### config.mk
export PLATFORM = sky130hd
export DESIGN_NAME = intensity_ramp
export DESIGN_NICKNAME = d
export VERILOG_FILES = /design/src/rtl/ramp_pkg.sv /design/src/rtl/ramp_cfg_latch.sv /design/src/rtl/ramp_step_counter.sv /design/src/rtl/ramp_level_unit.sv /design/src/rtl/intensity_ramp.sv
export SDC_FILE = /design/constraint.sdc
export NUM_CORES = 1
export LEC_CHECK = 0
export CAP_MARGIN = 0
export CELL_PAD_IN_SITES_DETAIL_PLACEMENT = 1
export CELL_PAD_IN_SITES_GLOBAL_PLACEMENT = 2
export CORE_MARGIN = 5
export CORE_UTILIZATION = 37
export CTS_BUF_LIST = sky130_fd_sc_hd__clkbuf_4 sky130_fd_sc_hd__clkbuf_8 sky130_fd_sc_hd__clkbuf_16
export CTS_CLUSTER_SIZE = 20
export DETAILED_ROUTE_END_ITERATION = 10
export DONT_BUFFER_PORTS = 1
export PLACE_DENSITY_LB_ADDON = 0.12
export SLEW_MARGIN = 20
export SYNTH_ARGS = -nofsm -noshare
export SYNTH_HDL_FRONTEND = slang
export SYNTH_SLANG_ARGS = --single-unit
### constraint.sdc
create_clock -name clk -period 2.1 [get_ports clk]
set_input_delay 0.105 -clock clk [delete_from_list [all_inputs] [get_ports clk]]
set_output_delay 0.105 -clock clk [all_outputs]
set_load 0.02 [all_outputs]
### src/rtl/ramp_pkg.sv
package ramp_pkg;
  typedef enum logic {
    RAMP_DIM = 1'b0,
    RAMP_UP  = 1'b1
  } ramp_dir_e;
endpackage

### src/rtl/ramp_cfg_latch.sv
module ramp_cfg_latch #(
  parameter int LEVEL_W = 4,
  parameter int FIRE_W  = 4
) (
  input  logic                clk,
  input  logic                rst,
  input  logic                load,
  input  logic [LEVEL_W-1:0]  max_in,
  input  logic [FIRE_W-1:0]   fps_in,
  input  ramp_pkg::ramp_dir_e dir_in,
  output logic [LEVEL_W-1:0]  max_q,
  output logic [FIRE_W-1:0]   fps_q,
  output ramp_pkg::ramp_dir_e dir_q
);
  localparam logic [FIRE_W-1:0] FPS_ONE = FIRE_W'(1);

  always_ff @(posedge clk) begin
    if (rst) begin
      max_q <= '0;
      fps_q <= FPS_ONE;
      dir_q <= ramp_pkg::RAMP_UP;
    end else if (load) begin
      max_q <= max_in;
      // zero events per step acts as one
      fps_q <= (fps_in == '0) ? FPS_ONE : fps_in;
      dir_q <= dir_in;
    end
  end


  fps_nonzero_chk: assert property (@(posedge clk) disable iff (rst)
    fps_q != '0);
endmodule

### src/rtl/ramp_step_counter.sv
module ramp_step_counter #(
  parameter int FIRE_W = 4
) (
  input  logic              clk,
  input  logic              rst,
  input  logic              clear,
  input  logic              fire_en,
  input  logic [FIRE_W-1:0] limit,
  output logic              step
);
  logic [FIRE_W-1:0] cnt;

  assign step = fire_en && (cnt == limit - FIRE_W'(1));

  always_ff @(posedge clk) begin
    if (rst || clear)  cnt <= '0;
    else if (fire_en)  cnt <= step ? '0 : cnt + FIRE_W'(1);
  end


  cnt_range_chk: assert property (@(posedge clk) disable iff (rst)
    cnt < limit);
endmodule

### src/rtl/ramp_level_unit.sv
module ramp_level_unit #(
  parameter int LEVEL_W = 4
) (
  input  logic                clk,
  input  logic                rst,
  input  logic                start,
  input  ramp_pkg::ramp_dir_e dir_in,
  input  logic [LEVEL_W-1:0]  max_in,
  input  logic                step,
  input  ramp_pkg::ramp_dir_e dir_q,
  input  logic [LEVEL_W-1:0]  max_q,
  output logic [LEVEL_W-1:0]  level,
  output logic                done,
  output logic                running
);
  logic               active;
  logic [LEVEL_W-1:0] nxt;

  assign running = active && !done;

  // saturate at both ends
  always_comb begin
    if (dir_q == ramp_pkg::RAMP_UP)
      nxt = (level < max_q) ? level + LEVEL_W'(1) : max_q;
    else
      nxt = (level != '0) ? level - LEVEL_W'(1) : '0;
  end

  always_ff @(posedge clk) begin
    if (rst) begin
      level  <= '0;
      done   <= 1'b0;
      active <= 1'b0;
    end else if (start) begin
      level  <= (dir_in == ramp_pkg::RAMP_UP) ? '0 : max_in;
      done   <= (max_in == '0);
      active <= 1'b1;
    end else if (step) begin
      level <= nxt;
      done  <= (dir_q == ramp_pkg::RAMP_UP) ? (nxt == max_q) : (nxt == '0);
    end
  end


  level_le_max_chk: assert property (@(posedge clk) disable iff (rst)
    active |-> level <= max_q);

  done_hold_chk: assert property (@(posedge clk) disable iff (rst)
    (done && !start) |=> (done && $stable(level)));

  no_step_hold_chk: assert property (@(posedge clk) disable iff (rst)
    (!start && !step) |=> $stable(level));

  done_endpoint_chk: assert property (@(posedge clk) disable iff (rst)
    done |-> (level == ((dir_q == ramp_pkg::RAMP_UP) ? max_q : '0)));
endmodule

### src/rtl/intensity_ramp.sv
module intensity_ramp #(
  parameter int LEVEL_W = 4,
  parameter int FIRE_W  = 4
) (
  input  logic               clk,
  input  logic               rst,
  input  logic               start,
  input  logic               ramp_dir,
  input  logic [LEVEL_W-1:0] max_level,
  input  logic [FIRE_W-1:0]  fires_per_step,
  input  logic               fire,
  output logic [LEVEL_W-1:0] level,
  output logic               done
);
  logic [LEVEL_W-1:0]  max_q;
  logic [FIRE_W-1:0]   fps_q;
  ramp_pkg::ramp_dir_e dir_q;
  ramp_pkg::ramp_dir_e dir_in;
  logic                running;
  logic                fire_en;
  logic                step;

  assign dir_in = ramp_dir ? ramp_pkg::RAMP_UP : ramp_pkg::RAMP_DIM;
  // count only while a ramp runs, never in a start cycle
  assign fire_en = fire && running && !start;

  ramp_cfg_latch #(.LEVEL_W(LEVEL_W), .FIRE_W(FIRE_W)) u_cfg (
    .clk(clk), .rst(rst), .load(start),
    .max_in(max_level), .fps_in(fires_per_step), .dir_in(dir_in),
    .max_q(max_q), .fps_q(fps_q), .dir_q(dir_q)
  );

  ramp_step_counter #(.FIRE_W(FIRE_W)) u_cnt (
    .clk(clk), .rst(rst), .clear(start), .fire_en(fire_en),
    .limit(fps_q), .step(step)
  );

  ramp_level_unit #(.LEVEL_W(LEVEL_W)) u_lvl (
    .clk(clk), .rst(rst), .start(start), .dir_in(dir_in),
    .max_in(max_level), .step(step), .dir_q(dir_q), .max_q(max_q),
    .level(level), .done(done), .running(running)
  );
endmodule

==> flow_summary.yaml <==
cells_and_area:
  fin_cells: 208
  insertedDiodeCount: 0
  final_nets: 185
  synthToLayoutAreaGrowth_pct: 23.8
  drive_gt1_frac: 0.146
yosys:
  netlist.top_cell.by_area: "dfxtp_1"
  synth.top_cells.by_area: "dfxtp_1, ha_1, mux2i_1"
  synth_cells: 144
  synth-seq-cells: 19
  mappedNetlistArea_sq_um: 1220
  ys_warn_count: 0
  yosys.area.top_type_share: 0.311
  syn_nets: 164
  syn_avg_cell_area_sq_um: 8.51
  ys_seq_area_frac: 0.311
  ys_types: 40
  synth_commonest_cells: "dfxtp_1, nor2_1, inv_1"
  synth_edf_count: 0
  async_reset_ff_frac: 0
  synth.most_common_cell: "dfxtp_1"
  ys_dominant_reg_cell: "dfxtp_1"
setup_path:
  end_kind: "flip-flop"
  crit_buf_inv: 2
  r2r_end: "u_lvl.done"
  crit_slowest_cell: "a2111oi_1"
  critPathTopFamily: "compound AO/OA/AOI/OAI gates"
  start_kind: "flip-flop"
  arrival_ns: 2.18
  cp_slowest_stage_delay_ns: 0.45
  rrSetupSlack_ns: 0.1
  reg2reg_depth: 7
  r2r_start: "u_cfg.max_q[1]"
  crit_chain: "inv_1 -> ha_1 -> a2111oi_4 -> a21oi_4 -> buf_4 -> a2111oi_1 -> a211oi_1"
  crit_required_ns: 2.27
  critPathMaxFanout: 4
  critPathKind: "reg -> reg"
floorplanning:
  row_count: 20
  initial_core_util: 0.395
  core_region_area_sq_um: 3100
  die_h_um: 67.5
  die-area_sq_um: 4560
  die_w_um: 67.5
  io_pins: 18
global_routing:
  grt_usage: 0.163
  grt_overflow: 0
  antenna_found_initial: 0
  grt_pass1_vias: 1116
  grt_max_degree: 18
  grt_pass1_wl_um: 5470
sta:
  drv_slew: 0
  setup_viol: 0
  hold_violations: 0
  post-route-period-util: 0.955
  post-route-min-period_ns: 2.00
  clock-skew-final_ns: 0.00570
  max_freq_mhz: 499
  timing.hold.ws_ns: 0.0206
  rsz0062_at_grt: "yes"
  slew_headroom: 0.524
  tightest_slew_ns: 0.711
status:
  status: "completed"
clocking:
  clk_latency_ns: 0.30
  htree_levels: 1
  cts_made_buffers: 3
  cts_max_path_buffers: 2
  cts-root-buf: "clkbuf_4"
  cts_tree: "yes"
  cts_sinks: 19
  clkSlewWorstSetupHoldPaths_ns: 0.12
routing:
  vias_per_cell: 5.37
  drtAntennaViolNets: 0
  drt-total-wl_um: 3400
  drt_iter0_drc: 61
  drt-wirelength-per-cell_um: 16.3
  vias: 1117
  firstDrtPassIters: 4
  drc: 0
power_and_ir_drop:
  ir_worst_vdd_mv: 0.265
  p_leak_nw: 0.608
  power_mw: 0.823
  p_per_area_nw_per_um2: 543
placement:
  gp_congestion: 0.774
  hpwl_um: 2410
  dp.cells: 189
  portBuffers: 0
hold_path:
  hold_end: "u_cfg.dir_q"
  hp-start: "ramp_dir"
  whs_path_depth: 2
  min_path_type: "in -> reg"
job:
  max_cap_violations: 0
==> cells by family (layout without fill, tap and decap cells) <==
logic type / count (synthesis) / in the layout / share of synthesized area
buffers and inverters: 20 / 40 / 0.0633
multiplexers: 11 / 11 / 0.0960
adder cells (fa/ha/maj): 7 / 7 / 0.0715
AO/OA/AOI/OAI: 27 / 27 / 0.172
AND/OR/NAND/NOR: 46 / 46 / 0.187
XOR/XNOR: 14 / 14 / 0.100
flip-flops: 19 / 19 / 0.311
==> cell usage in the layout, fill, tap and decap left out, types with 5 or more instances in the layout <==
master and count:
dfxtp_1 18, nor2_1 17, dlygate4sd3_1 14, buf_4 11, inv_1 10, mux2i_1 8
xnor2_1 8, nor3_1 7, ha_1 7, xor2_1 6, nand2_1 6, nand3_1 5
a21oi_1 5
==> report_power, final <==
part           leakage, nW  total (mW)  internal [mW]  switching, mW
combinational        0.434       0.234          0.117          0.116
sequential           0.156       0.395          0.378         0.0174
clock               0.0177       0.194         0.0710          0.123
total                0.608       0.823          0.566          0.257
==> sequential cells by signal (all words and copies together), names as in the netlist <==
name and count:
u_cfg.dir_q 1, u_cnt.cnt 4, u_cfg.max_q 4, u_lvl.done 1, u_lvl.level 4, u_lvl.active 1
u_cfg.fps_q 4
==> layer usage <==
layer | global-route usage | vias to the layer above | routed length (um)
met5 | 0 | - | 0
met4 | 0.0380 | 0 | 18
met3 | 0.0566 | 2 | 298
met2 | 0.232 | 36 | 1430
met1 | 0.234 | 529 | 1660
li1 | - | 550 | -
==> how the worst max path moves through the flow <==
| stage | startpoint | end | cells past startpoint |
|---|---|---|---|
| after global placement | u_cfg.fps_q[0] | u_lvl.done | 8 |
| after detailed placement | u_cfg.fps_q[0] | u_lvl.done | 8 |
| after floorplan | u_lvl.level[1] | u_lvl.level[1] | 6 |
| after global routing | u_cfg.max_q[1] | u_lvl.done | 7 |
| after CTS | u_cfg.fps_q[0] | u_lvl.done | 8 |
| final | u_cfg.max_q[1] | u_lvl.done | 7 |
==> stage by stage <==
| stage | setup WS, ns | setup TNS [ns] | util | instance area [sq um] |
|---|---|---|---|---|
| floorplan | 0.0604 | 0 | - | 1220 |
| global placement | 0.0326 | 0 | 0.425 | 1320 |
| detailed placement | 0.0436 | 0 | 0.425 | 1320 |
| CTS | 0.00556 | 0 | 0.476 | 1480 |
| global route | -0.0177 | -0.0325 | 0.489 | 1520 |
| finish | 0.0953 | 0 | 0.489 | 1520 |
==> worst reg2reg max path, delay by kind of cell (launching register included) <==
| family | cells | cell delay [ns] |
|---|---|---|
| adders and majority gates | 1 | 0.30 |
| DFF | 1 | 0.35 |
| buffers and inverters | 2 | 0.21 |
| AOI/OAI and AO/OA | 4 | 1.03 |
==> cell type report <==
cell class | count | area [sq um]
clock buffer | 3 | 22.5
clock inverter | 1 | 5.00
fill | 394 | 1590
inverter | 11 | 41.3
multi-input combinational | 105 | 788
sequential | 19 | 382
tap | 44 | 55.1
timing repair buffer | 25 | 223
==> timing repair <==
item                                    4_1_cts  5_1_grt
hold buffers                                 13        1
endpoints found under the setup margin        0        2
gates resized for setup                       0        6
buffers inserted                              0        1
endpoints found under the hold margin        18        2
Power figures use the tool's default switching activity.
